==> src/rtl/wdg_pkg.sv <==
package wdg_pkg;

    typedef enum logic [2:0] {
        ST_PWRUP = 3'd0,
        ST_MSW   = 3'd1,
        ST_SDIS  = 3'd2,
        ST_SEN   = 3'd3,
        ST_LDIS  = 3'd4,
        ST_LEN   = 3'd5,
        ST_ROUT  = 3'd6
    } wdg_state_e;

    function automatic logic in_short(wdg_state_e s);
        return (s == ST_SDIS) || (s == ST_SEN);
    endfunction

    function automatic logic holds_reset(wdg_state_e s);
        return (s == ST_PWRUP) || (s == ST_ROUT);
    endfunction

    function automatic int unsigned wdg_max(int unsigned a, int unsigned b);
        return (a > b) ? a : b;
    endfunction

endpackage

==> src/rtl/wdg_interval_timer.sv <==
module wdg_interval_timer #(
    parameter int W = 8
) (
    input  logic         clk,
    input  logic         rst,
    input  logic         load,
    input  logic [W-1:0] load_val,
    input  logic [W-1:0] rst_val,
    output logic         expired
);
    logic [W-1:0] cnt_q;

    always_ff @(posedge clk) begin
        if (rst)
            cnt_q <= rst_val;
        else if (load)
            cnt_q <= load_val;
        else if (cnt_q != '0)
            cnt_q <= cnt_q - 1'b1;
    end

    assign expired = (cnt_q == '0);
endmodule

==> src/rtl/wdg_trigger_tally.sv <==
module wdg_trigger_tally #(
    parameter int GOOD_N = 3
) (
    input  logic clk,
    input  logic rst,
    input  logic clear,
    input  logic bump,
    output logic full
);
    localparam int TW = (GOOD_N < 2) ? 1 : $clog2(GOOD_N + 1);
    localparam logic [TW-1:0] TOP = TW'(GOOD_N);

    logic [TW-1:0] tally_q;

    always_ff @(posedge clk) begin
        if (rst || clear)
            tally_q <= '0;
        else if (bump && (tally_q != TOP))
            tally_q <= tally_q + 1'b1;
    end

    assign full = (tally_q == TOP);
endmodule

==> src/rtl/wdg_seq_fsm.sv <==
module wdg_seq_fsm
    import wdg_pkg::*;
(
    input  logic       clk,
    input  logic       rst,
    input  logic       expired,
    input  logic       mode_lvl,
    input  logic       trg_lvl,
    input  logic       trg_ok,
    input  logic       trg_err,
    input  logic       wake_edge,
    output wdg_state_e cur_state,
    output wdg_state_e nxt_state
);
    always_comb begin
        nxt_state = cur_state;
        case (cur_state)
            ST_PWRUP: if (expired) nxt_state = ST_MSW;
            ST_MSW: begin
                if (!mode_lvl)    nxt_state = ST_SDIS;
                else if (expired) nxt_state = ST_ROUT;
            end
            ST_SDIS: begin
                if (!trg_lvl)     nxt_state = ST_ROUT;
                else if (mode_lvl) nxt_state = ST_LDIS;
                else if (expired) nxt_state = ST_SEN;
            end
            ST_SEN: begin
                if (trg_err)      nxt_state = ST_ROUT;
                else if (trg_ok)  nxt_state = ST_SDIS;
                else if (expired) nxt_state = ST_ROUT;
            end
            ST_LDIS: begin
                if (!trg_lvl || wake_edge) nxt_state = ST_ROUT;
                else if (!mode_lvl) nxt_state = ST_SDIS;
                else if (expired)   nxt_state = ST_LEN;
            end
            ST_LEN: begin
                if (trg_err || wake_edge) nxt_state = ST_ROUT;
                else if (trg_ok)  nxt_state = ST_LDIS;
                else if (expired) nxt_state = ST_ROUT;
            end
            ST_ROUT: if (expired) nxt_state = ST_MSW;
            default: nxt_state = ST_PWRUP;
        endcase
    end

    always_ff @(posedge clk) begin
        if (rst) cur_state <= ST_PWRUP;
        else     cur_state <= nxt_state;
    end
endmodule

==> src/rtl/wdog_supervisor.sv <==
module wdog_supervisor
    import wdg_pkg::*;
#(
    parameter int unsigned T_PWRUP  = 201,
    parameter int unsigned T_MODESW = 1112,
    parameter int unsigned T_SDIS   = 130,
    parameter int unsigned T_SEN    = 124,
    parameter int unsigned T_LDIS   = 71970,
    parameter int unsigned T_LEN    = 30002,
    parameter int unsigned T_RSTOUT = 40,
    parameter int          GOOD_N   = 3
) (
    input  logic clk,
    input  logic rst,
    input  logic mode_lvl,
    input  logic trg_lvl,
    input  logic trg_ok,
    input  logic trg_err,
    input  logic wake_edge,
    output logic rst_n_o,
    output logic enable_o
);
    localparam int unsigned MAX_T = wdg_max(wdg_max(wdg_max(T_PWRUP, T_MODESW),
                                            wdg_max(T_SDIS, T_SEN)),
                                            wdg_max(wdg_max(T_LDIS, T_LEN), T_RSTOUT));
    localparam int CNT_W = (MAX_T < 2) ? 1 : $clog2(MAX_T);
    localparam logic [CNT_W-1:0] LD_PWRUP = CNT_W'(T_PWRUP - 1);
    localparam logic [CNT_W-1:0] LD_MSW   = CNT_W'(T_MODESW - 1);
    localparam logic [CNT_W-1:0] LD_SDIS  = CNT_W'(T_SDIS - 1);
    localparam logic [CNT_W-1:0] LD_SEN   = CNT_W'(T_SEN - 1);
    localparam logic [CNT_W-1:0] LD_LDIS  = CNT_W'(T_LDIS - 1);
    localparam logic [CNT_W-1:0] LD_LEN   = CNT_W'(T_LEN - 1);
    localparam logic [CNT_W-1:0] LD_ROUT  = CNT_W'(T_RSTOUT - 1);

    wdg_state_e       cur_state;
    wdg_state_e       nxt_state;
    logic             expired;
    logic             tmr_load;
    logic [CNT_W-1:0] load_val;
    logic             tally_full;
    logic             trig_accepted;

    wdg_seq_fsm u_fsm (
        .clk       (clk),
        .rst       (rst),
        .expired   (expired),
        .mode_lvl  (mode_lvl),
        .trg_lvl   (trg_lvl),
        .trg_ok    (trg_ok),
        .trg_err   (trg_err),
        .wake_edge (wake_edge),
        .cur_state (cur_state),
        .nxt_state (nxt_state)
    );

    // Every state change reloads the shared counter with the new interval.
    assign tmr_load = (nxt_state != cur_state);

    always_comb begin
        case (nxt_state)
            ST_PWRUP: load_val = LD_PWRUP;
            ST_MSW:   load_val = LD_MSW;
            ST_SDIS:  load_val = LD_SDIS;
            ST_SEN:   load_val = LD_SEN;
            ST_LDIS:  load_val = LD_LDIS;
            ST_LEN:   load_val = LD_LEN;
            ST_ROUT:  load_val = LD_ROUT;
            default:  load_val = LD_PWRUP;
        endcase
    end

    wdg_interval_timer #(.W(CNT_W)) u_timer (
        .clk      (clk),
        .rst      (rst),
        .load     (tmr_load),
        .load_val (load_val),
        .rst_val  (LD_PWRUP),
        .expired  (expired)
    );

    assign trig_accepted = (cur_state == ST_SEN) && (nxt_state == ST_SDIS);

    wdg_trigger_tally #(.GOOD_N(GOOD_N)) u_tally (
        .clk   (clk),
        .rst   (rst),
        .clear (!in_short(cur_state)),
        .bump  (trig_accepted),
        .full  (tally_full)
    );

    assign rst_n_o  = !holds_reset(cur_state);
    assign enable_o = tally_full && in_short(cur_state);
endmodule

==> config.mk <==
export PLATFORM = sky130hd
export DESIGN_NAME = wdog_supervisor
export DESIGN_NICKNAME = d
export VERILOG_FILES = /design/src/rtl/wdg_pkg.sv /design/src/rtl/wdg_interval_timer.sv /design/src/rtl/wdg_trigger_tally.sv /design/src/rtl/wdg_seq_fsm.sv /design/src/rtl/wdog_supervisor.sv
export SDC_FILE = /design/constraint.sdc
export NUM_CORES = 1
export LEC_CHECK = 0
export ABC_AREA = 1
export BUFFER_PORTS_ARGS = -buffer_cell sky130_fd_sc_hd__buf_2
export CORE_MARGIN = 2
export CORE_UTILIZATION = 55
export DETAILED_ROUTE_END_ITERATION = 7
export PLACE_DENSITY = 0.82
export SLEW_MARGIN = 20
export SYNTH_ARGS = -nofsm -noshare
export SYNTH_HDL_FRONTEND = slang
export SYNTH_HIERARCHICAL = 1
export SYNTH_SLANG_ARGS = --single-unit
==> constraint.sdc <==
create_clock -name clk -period 7.5 [get_ports clk]
set_clock_uncertainty 0.2 [all_clocks]
set_input_delay 0.75 -clock clk [delete_from_list [all_inputs] [get_ports clk]]
set_output_delay 0.75 -clock clk [all_outputs]
set_load 0.05 [all_outputs]
==> flow_metrics.py, run 1 <==
metrics = {
    "outcome": {
        "status": "finished clean",
    },
    "floorplan": {
        "die_area_um2": 4300,
        "die_w_um": 65.6,
        "core_area_um2": 3660,
        "die_y_um": 65.6,
        "initial_core_util_pct": 57.0,
        "rows": 22,
        "pin_count": 9,
    },
    "detailed_routing": {
        "viasPerCell": 5.08,
        "drtIter0Drc": 130,
        "wl_um": 4550,
        "antenna_left": 0,
        "num_vias": 2063,
        "drc": 0,
        "dr.pass1.iters": 5,
        "wire_per_inst_um": 11.2,
    },
    "timing": {
        "hold_viol_final": 0,
        "holdWs_ns": 0.294,
        "setup_viol": 0,
        "fin_tns_setup_ns": 0,
        "fin_crit_ns": 3.93,
        "period_share_pct": 52.3,
        "slew_headroom_pct": 49.5,
        "fmax_mhz": 255,
        "worst_pin_slew_ns": 0.756,
        "rsz0062_at_grt": "no",
        "slew_violations": 0,
    },
    "worst_setup_path": {
        "required_ns": 7.32,
        "cpMostUsedCell": "nand2_1",
        "cp_slowest_stage_delay_ns": 0.44,
        "path_class": "reg2reg",
        "worst-endpoint-arrival_ns": 3.75,
        "startpoint_type": "flip-flop",
        "slowest_stage": "inv_2",
        "crit_chain": "inv_1 > ha_1 > inv_2 > nor2_4 > nand4_2 > nor4_4 > nor2_1 > o21ai_0 > nand2_1 > nand3_1 > nor2_1 > inv_1 > xnor2_1 > nand3_1 > inv_2 > nand2_1 > nand2_1 > nand2_1 > nand2_1 > nand2_1",
        "timing.critical_path.fanout_max": 28,
        "crit_path_end_kind": "flip-flop",
    },
    "clock_tree": {
        "clk_latency_ns": 0.26,
        "cts.sinks": 22,
        "clkSlewWorstSetupHoldPaths_ns": 0.08,
        "cts_tree": "done",
        "root_buffer": "clkbuf_8",
        "ctsHoldBuffers": 0,
        "post_cts_resized": 0,
        "cts.path.max_buffers": 2,
        "htreeDepth": 1,
        "numCtsBuffers": 3,
        "postCtsSetupBuffers": 0,
    },
    "global_routing": {
        "grt_pass1_wl_um": 7980,
        "antenna_found_initial": 0,
        "grt_usage_pct": 23.5,
        "overflow": 0,
        "grt_max_degree": 34,
        "grt_pass1_vias": 1882,
    },
    "min_path": {
        "hold_path_class": "reg2reg",
    },
    "power_and_ir_drop": {
        "ir_worst_vdd_uv": 87.3,
        "p_leak_nw": 1.12,
        "power_density_nw_per_um2": 130,
    },
    "place": {
        "io_buffers": 8,
        "gp_congestion": 1.01,
        "dp_hpwl_um": 3480,
        "dpl_cell_area_um2": 2190,
    },
    "final_layout": {
        "area_growth_pct": 7.38,
        "diodes": 0,
        "seq_area_um2": 611,
        "fin_nets": 368,
        "multi_input_area_um2": 1330,
        "layout_common_cells": "nand2_1 (97), nor2_1 (71), inv_1 (35)",
        "final_common_cell": "nand2_1",
        "drive_above_1_share_pct": 10.9,
        "final_area_um2": 2240,
        "fill_cells": 350,
    },
    "synth": {
        "synth_xor_area_share_pct": 1.68,
        "synth_top_family_by_area": "simple AND/OR/NAND/NOR gates",
        "synth_top_area_cell": "edfxtp_1",
        "synthAdderAreaFrac_pct": 1.20,
        "synth.area.top_cells": "edfxtp_1 (24%), nand2_1 (17%), nor2_1 (13%)",
        "yosys.area_share.simple_pct": 48.1,
        "synth_warnings": 6,
        "syn_area_um2": 2090,
        "synth-compound-area-share_pct": 9.24,
        "yosys.area.top_type_share_pct": 24.5,
        "syn_area_per_cell_um2": 6.19,
        "synthDistinctLibCells": 33,
        "ys_seq_elements": 22,
        "yosys-mux-area-fraction_pct": 0,
        "syn_inst": 337,
        "ys_seq_area_share_pct": 29.3,
    },
    "run": {
        "cap_viol_max_count": 0,
    },
}
==> per-layer routing <==
metal / up-vias / share of wire (%) / wire length [um] / track usage [%]
met2: 78 / 47 / 2140 / 39.7
li1: 1089 / - / - / -
met4: 0 / 1.5 / 69 / 7.81
met1: 890 / 46 / 2100 / 31.8
met3: 6 / 5.3 / 239 / 2.05
met5: - / 0 / 0 / 0
==> per-stage QoR <==
step | utilization, % | instances | setup WS (ns) | power, W
CTS | 61.2 | 406 | 3.57 | 0.000291
finish | 61.2 | 406 | 3.57 | 0.000291
floorplan | - | 354 | 4.25 | 0.000203
global route | 61.2 | 406 | 3.23 | 0.000309
detailed placement | 59.9 | 402 | 3.60 | 0.000218
global placement | 59.9 | 402 | 3.71 | 0.000216
==> cell usage after synthesis, drive strengths merged <==
| cell type | count |
|---|---|
| nor4 | 1 |
| edfxtp | 17 |
| conb | 2 |
| xnor2 | 4 |
| nand4 | 2 |
| o2111ai | 1 |
| nand2 | 101 |
| dfxtp | 5 |
| nand3 | 26 |
| inv | 42 |
| nor3 | 4 |
| nand3b | 5 |
| nor2 | 81 |
| ha | 2 |
| buf | 6 |
| o21bai | 1 |
| o21ai | 21 |
| a21oi | 12 |
| o21a | 1 |
| or2 | 1 |
| clkbuf | 2 |
==> state kept, by name, indices dropped and copies added (netlist names) <==
name,count
u_timer/cnt_q,17
u_tally/tally_q,2
u_fsm/cur_state,3
==> path summary, 6_finish.rpt <==
kind,slack [ns],startpoint,depth (start not counted),endpoint
hold reg to reg,0.29,u_tally/tally_q[1],2,u_tally/tally_q[1]
hold / removal,0.29,u_tally/tally_q[1],2,u_tally/tally_q[1]
setup reg to reg,3.57,u_timer/cnt_q[0],20,u_timer/cnt_q[12]
setup / recovery,3.57,u_timer/cnt_q[0],20,u_timer/cnt_q[12]
==> cell families (layout without fill, tap and decap cells) <==
group / after synthesis / in the layout
fa+ha+maj: 2 / 2
xor+xnor: 4 / 4
simple gates: 221 / 221
flops: 22 / 22
other cells: 2 / 19
compound gates: 36 / 36
buf+inv: 50 / 54
==> worst max-delay path: cells and delay by family, from the launching register on <==
kind	cells	cell delay (ns)
simple gates	13	1.58
buf+inv	4	0.91
flops	1	0.39
fa+ha+maj	1	0.27
compound gates	1	0.17
xor+xnor	1	0.16
==> cell type report <==
type                            instances  area share, %
Timing Repair Buffer                    8           1.79
Clock inverter                          1          0.168
Tap cell                               48           2.68
Multi-Input combinational cell        282           59.2
Sequential cell                        22           27.3
Inverter                               42           7.04
Clock buffer                            3           1.84
==> power breakdown <==
part           switching, W  leakage [nW]  internal [W]
Combinational     0.0000386         0.875     0.0000217
Clock             0.0000382        0.0231     0.0000365
Sequential        0.0000122         0.225      0.000144
No activity file was read; power rests on OpenSTA's default activity.
==> run 2, diff against run 1 <==
--- a/config.mk
+++ b/config.mk
@@ -5,12 +5,12 @@
 export SDC_FILE = /design/constraint.sdc
 export NUM_CORES = 1
 export LEC_CHECK = 0
-export ABC_AREA = 1
+export ABC_AREA = 0
 export BUFFER_PORTS_ARGS = -buffer_cell sky130_fd_sc_hd__buf_2
 export CORE_MARGIN = 2
 export CORE_UTILIZATION = 55
 export DETAILED_ROUTE_END_ITERATION = 7
-export PLACE_DENSITY = 0.82
+export PLACE_DENSITY = 0.83
 export SLEW_MARGIN = 20
 export SYNTH_ARGS = -nofsm -noshare
 export SYNTH_HDL_FRONTEND = slang
==> constraint.sdc (replaced) <==
create_clock -name clk -period 4 [get_ports clk]
set_clock_uncertainty 0.2 [all_clocks]
set_input_delay 0.4 -clock clk [delete_from_list [all_inputs] [get_ports clk]]
set_output_delay 0.4 -clock clk [all_outputs]
set_load 0.05 [all_outputs]
==> run 2 against run 1 <==
Sequential cell count is the same. First-iteration DRC count rose by 12%. Via count fell by 21%. Critical path type unchanged. Highest routed layer unchanged.
==> flow_metrics.py, run 2 <==
metrics = {
    "floorplan": {
        "die_y_um": 61.8,
        "die_w_um": 61.8,
        "die_area_um2": 3820,
        "pin_count": 9,
        "initial_core_util_pct": 59.2,
        "rows": 20,
        "core_area_um2": 3100,
    },
    "worst_setup_path": {
        "startpoint_type": "flip-flop",
        "crit_path_end_kind": "flip-flop",
        "r2r_start": "u_timer/cnt_q[6]",
        "reg2reg_depth": 11,
        "timing.critical_path.fanout_max": 8,
        "r2r_slack_ns": 0.14,
        "worst-endpoint-arrival_ns": 3.85,
        "required_ns": 3.99,
        "path_class": "reg2reg",
        "crit_path_start": "u_timer/cnt_q[6]",
        "r2r_end": "u_timer/cnt_q[15]",
    },
    "global_routing": {
        "overflow": 0,
        "grt_pass1_wl_um": 6730,
        "antenna_found_initial": 0,
        "grt_usage_pct": 23.5,
        "grt_max_degree": 27,
        "grt_pass1_vias": 1537,
    },
    "run": {
        "cap_viol_max_count": 0,
    },
    "final_layout": {
        "layout_common_cells": "conb_1 (19), buf_4 (17), edfxtp_1 (17)",
        "postLayoutCoreUtil_pct": 70.0,
        "drive_above_1_share_pct": 20.3,
        "regMostFlops": "u_timer/cnt_q",
        "largest_register_ffs": 17,
        "fill_cells": 257,
        "diodes": 0,
        "fin_nets": 251,
        "area_growth_pct": 18.3,
        "largestRegisters": "u_timer/cnt_q (17), u_fsm/cur_state (3), u_tally/tally_q (2)",
        "final_common_cell": "conb_1",
    },
    "clock_tree": {
        "clkSlewWorstSetupHoldPaths_ns": 0.13,
        "cts_tree": "done",
        "clk_latency_ns": 0.32,
        "cts.path.max_buffers": 2,
        "ctsHoldBuffers": 0,
        "htreeDepth": 1,
        "cts.sinks": 22,
        "root_buffer": "clkbuf_4",
        "numCtsBuffers": 3,
    },
    "synth": {
        "synthTopCellsByCount": "edfxtp_1 (17), nand2_1 (16), a21oi_1 (11)",
        "yosysMostFrequentCell": "edfxtp_1",
        "synth_edf_count": 17,
        "syn_area_per_cell_um2": 9.00,
        "synth_warnings": 6,
        "syn_area_um2": 1840,
        "synth_top_area_cell": "edfxtp_1",
        "ys_seq_elements": 22,
        "ys_seq_area_share_pct": 33.3,
        "ys_async_sr_fraction_pct": 0,
        "yosys.area.top_type_share_pct": 27.8,
        "synthFlopType": "edfxtp_1",
        "syn_inst": 204,
        "synth.area.top_cells": "edfxtp_1 (28%), dfxtp_1 (5.5%), mux2i_1 (3.8%)",
        "synthDistinctLibCells": 57,
    },
    "power_and_ir_drop": {
        "power_w": 0.000568,
        "power_density_nw_per_um2": 262,
        "p_leak_nw": 0.851,
        "ir_worst_vdd_uv": 137,
    },
    "detailed_routing": {
        "num_vias": 1638,
        "wl_um": 4050,
        "wire_per_inst_um": 14.2,
        "dr.pass1.iters": 4,
        "drtIter0Drc": 145,
        "antenna_left": 0,
        "viasPerCell": 5.75,
        "drc": 0,
    },
    "timing": {
        "fmax_mhz": 259,
        "fin_crit_ns": 3.86,
        "slew_violations": 0,
        "fin_tns_setup_ns": 0,
        "period_share_pct": 96.5,
        "worst_pin_slew_ns": 0.696,
        "rsz0062_at_grt": "yes",
        "setup_viol": 0,
        "hold_viol_final": 0,
        "slew_headroom_pct": 53.2,
    },
    "min_path": {
        "hold_path_class": "reg2reg",
        "hold_depth": 2,
        "hp-start": "u_tally/tally_q[1]",
        "holdPathEnd": "u_tally/tally_q[1]",
    },
    "place": {
        "gp_congestion": 0.859,
        "dp_hpwl_um": 2920,
        "io_buffers": 8,
    },
    "outcome": {
        "status": "finished clean",
    },
}
## run 2: cell count changes in the layout (fill, tap and decap cells not counted), sizes merged, moves of 11 or more
cell | before | now
nand2 | 101 | 16
nor2 | 81 | 8
buf | 8 | 26
o21ai | 21 | 10
inv | 42 | 7
nand3 | 26 | 6
## run 2: worst max-delay path, stage by stage, from the launching register on
cell and delay, ns:
edfxtp_1 0.44, or4_4 0.60, nor4_4 0.25, nor3b_4 0.31, and3_1 0.20, a2111oi_1 0.06
or4_1 0.48, xnor2_2 0.20, nand3_4 0.14, or3_1 0.35, or4_1 0.40, nand3_1 0.10
## run 2: timing repair
item | in CTS | in global routing
setup buffers | 0 | 2
setup endpoints to repair | 0 | 29
resized for setup | 0 | 7
## run 2: how the worst max path moves through the flow
stage	end	cells past startpoint	slack (ns)
2_1_floorplan	u_timer/cnt_q[15]	13	0.01
3_3_place_gp	u_timer/cnt_q[15]	11	0.17
3_5_place_dp	u_timer/cnt_q[15]	11	0.11
4_1_cts	u_timer/cnt_q[15]	11	0.06
5_1_grt	u_timer/cnt_q[15]	11	-0.07
6_report	u_timer/cnt_q[15]	11	0.14
## run 2: power by group
part           internal [W]  total [W]  leakage (nW)  switching, W
Sequential         0.000273   0.000293         0.222     0.0000196
Combinational     0.0000577   0.000125         0.603     0.0000675
Clock             0.0000764   0.000150        0.0261     0.0000737
Total              0.000407   0.000568         0.851      0.000161
## run 2: layout make-up
cell class	instances	area, um2	share of cell area [%]
repair buffers	26	179	8.24
multi-input cells	181	1250	57.5
inverters	8	30.0	1.38
flip-flops and latches	22	611	28.1
clock buffers	4	47.5	2.19
well taps	44	55.1	2.53
## run 2: cell families (layout without fill, tap and decap cells)
family                     Yosys count  after routing  share of synthesized area, %
AOI/OAI and AO/OA                   44             44                          16.2
xor gates and xnor gates            13             13                          6.20
adders and majority gates            2              2                          1.36
buffers and inverters               18             38                          4.57
DFF                                 22             22                          33.3
muxes                                9              9                          5.04
other                                2             19                         0.409
and+or+nand+nor                     94             94                          33.0
## run 2: metrics by stage
stage | hold slack, ns | setup slack, ns | cells | instance area, um2
global route | 0.380 | -0.0721 | 285 | 2170
floorplan | 0.271 | 0.0147 | 221 | 1930
CTS | 0.359 | 0.0577 | 283 | 2120
detailed placement | 0.333 | 0.112 | 279 | 2070
global placement | 0.316 | 0.171 | 279 | 2070
finish | 0.359 | 0.140 | 285 | 2170
## run 2: per-layer routing
metal  share of wire [%]  vias to the layer above  global-route usage (%)
li1                    -                      820                       -
met1                  45                      759                    31.5
met2                  49                       54                    39.5
met3                 4.9                        5                    2.07
met4                 1.1                        0                    8.51
met5                   0                        -                       0
==> run 3, diff against run 2 <==
--- a/config.mk
+++ b/config.mk
@@ -7,10 +7,12 @@
 export LEC_CHECK = 0
 export ABC_AREA = 0
 export BUFFER_PORTS_ARGS = -buffer_cell sky130_fd_sc_hd__buf_2
+export CELL_PAD_IN_SITES_DETAIL_PLACEMENT = 1
+export CELL_PAD_IN_SITES_GLOBAL_PLACEMENT = 2
 export CORE_MARGIN = 2
-export CORE_UTILIZATION = 55
+export CORE_UTILIZATION = 39
 export DETAILED_ROUTE_END_ITERATION = 7
-export PLACE_DENSITY = 0.83
+export PLACE_DENSITY = 0.9
 export SLEW_MARGIN = 20
 export SYNTH_ARGS = -nofsm -noshare
 export SYNTH_HDL_FRONTEND = slang
==> run 3 against run 2 <==
Maximum frequency down 1.2%. Largest cell class unchanged. Sequential cell count stayed put. Via count is 0.55% lower. Count of clock-buffer cells in the layout did not move. First-iteration DRC count shrank 36%. Global-route usage is 3.6 points lower. Highest routed layer unchanged.
==> flow_metrics.py, run 3 (synthesized netlist as in run 2, its figures left out) <==
metrics = {
    "clock_tree": {
        "cts.path.max_buffers": 2,
        "htreeDepth": 1,
        "root_buffer": "clkbuf_8",
        "ctsHoldBuffers": 0,
        "cts.sinks": 22,
        "clk_latency_ns": 0.27,
        "numCtsBuffers": 3,
        "cts_tree": "done",
        "clkSlewWorstSetupHoldPaths_ns": 0.09,
    },
    "detailed_routing": {
        "wire_per_inst_um": 15.9,
        "num_vias": 1629,
        "route.met3.wl_um": 68,
        "antenna_left": 0,
        "top_layer": "met4",
        "dr.pass1.iters": 4,
        "drc": 0,
        "wl_met2_um": 2220,
        "wl_um": 4730,
        "viasPerCell": 5.48,
        "wirelength_met1_um": 2380,
        "drtIter0Drc": 93,
    },
    "worst_setup_path": {
        "cp_slowest_stage_delay_ns": 0.58,
        "worst-endpoint-arrival_ns": 3.85,
        "startpoint_type": "flip-flop",
        "cpMostUsedCell": "or4_4",
        "crit_path_start": "u_timer/cnt_q[7]",
        "path_class": "reg2reg",
        "slowest_stage": "or4_4",
        "path_buf_inv": 0,
        "crit_chain": "or4_4 > nor4_4 > nor3b_4 > and3_4 > a2111oi_2 > or4_4 > xnor2_2 > nand3_2 > or3_1 > or4_1 > nand3_1",
        "r2r_slack_ns": 0.09,
        "r2r_start": "u_timer/cnt_q[7]",
        "r2r_end": "u_timer/cnt_q[15]",
        "crit_path_end_kind": "flip-flop",
        "required_ns": 3.94,
        "cp.depth": 11,
        "timing.critical_path.fanout_max": 7,
        "crit_family": "simple AND/OR/NAND/NOR gates",
        "reg2reg_depth": 11,
    },
    "timing": {
        "fmax_mhz": 256,
        "hold_viol_final": 0,
        "setup_ws_ns": 0.0936,
        "slew_headroom_pct": 58.0,
        "fin_tns_setup_ns": 0,
        "setup_viol": 0,
        "slew_violations": 0,
        "period_share_pct": 97.7,
        "rsz0062_at_grt": "yes",
        "fin_crit_ns": 3.91,
        "worst_pin_slew_ns": 0.624,
    },
    "place": {
        "gp_congestion": 0.763,
        "io_buffers": 8,
        "dp_hpwl_um": 3470,
        "pre_cts_ws_ns": -0.0281,
    },
    "final_layout": {
        "diodes": 0,
        "layout_common_cells": "buf_4 (22), conb_1 (19), edfxtp_1 (17)",
        "largest_register_ffs": 17,
        "area_growth_pct": 21.8,
        "drive_above_1_share_pct": 24.9,
        "fin_nets": 255,
        "regMostFlops": "u_timer/cnt_q",
        "final_common_cell": "buf_4",
        "largestRegisters": "u_timer/cnt_q (17), u_fsm/cur_state (3), u_tally/tally_q (2)",
    },
    "global_routing": {
        "grt_pass1_wl_um": 8110,
        "antenna_found_initial": 0,
        "grt_max_degree": 27,
        "overflow": 0,
        "grt_usage_pct": 19.8,
        "grt_pass1_vias": 1684,
    },
    "run": {
        "cap_viol_max_count": 0,
    },
    "min_path": {
        "hold_depth": 2,
        "holdPathEnd": "u_tally/tally_q[1]",
        "hold_path_class": "reg2reg",
        "hp-start": "u_tally/tally_q[1]",
    },
    "floorplan": {
        "initial_core_util_pct": 41.3,
        "die_area_um2": 5270,
        "die_w_um": 72.6,
        "rows": 24,
        "core_area_um2": 4440,
        "pin_count": 9,
        "die_y_um": 72.6,
    },
    "power_and_ir_drop": {
        "ir_worst_vdd_uv": 112,
        "power_density_nw_per_um2": 260,
        "p_leak_nw": 0.860,
    },
    "outcome": {
        "status": "finished clean",
    },
}
==> run 3: cell count changes in the layout (fill, tap and decap cells not counted), moves of 2 or more <==
| cell | change |
|---|---|
| nor3b_2 | +2 |
| nor3b_1 | -2 |
| clkbuf_8 | +3 |
| buf_4 | +5 |
| clkbuf_4 | -3 |
==> run 3: worst min-delay path: stages (launching register included) <==
cell and delay [ns]:
dfxtp_1 0.34, mux2i_1 0.08, nor3_2 0.09
==> run 3: layer usage <==
metal	vias up	GRT usage, %
li1	825	-
met1	786	28.3
met2	14	31.5
met3	4	1.66
met4	0	6.79
met5	-	0
==> run 3: area by class of cell <==
type	count	area, um2
Clock buffer	4	45.0
Fill cell	543	2210
Inverter	8	30.0
Multi-Input combinational cell	181	1280
Sequential cell	22	611
Tap cell	52	65.1
Timing Repair Buffer	30	205
==> run 3: worst max path at each step <==
stage	to	slack, ns
final	u_timer/cnt_q[15]	0.09
after global routing	u_timer/cnt_q[15]	-0.09
after CTS	u_timer/cnt_q[15]	0.05
after detailed placement	u_timer/cnt_q[15]	-0.03
after global placement	u_timer/cnt_q[15]	0.02
after floorplan	u_timer/cnt_q[15]	0.01
==> run 3: where the power goes <==
| part | total (W) | internal, W | switching (W) |
|---|---|---|---|
| logic | 0.000134 | 0.0000624 | 0.0000716 |
| clock network | 0.000154 | 0.0000714 | 0.0000830 |
| registers | 0.000292 | 0.000273 | 0.0000189 |
==> run 3: what timing repair did <==
action                     in CTS  in global routing
setup endpoints to repair       2                 32
resized for setup               1                 12
pin swaps                       0                  5
setup buffers                   2                  1
==> run 3: stage by stage <==
stage	total power [W]	instance area (um2)	std cells	utilization, %	hold WS (ns)
final	0.000581	2240	297	50.3	0.342
after CTS	0.000579	2170	296	48.8	0.348
after detailed placement	0.000426	2100	290	47.4	0.328
after global placement	0.000421	2100	290	47.4	0.323
after floorplan	0.000374	1930	221	-	0.271
after global routing	0.000612	2240	297	50.3	0.383
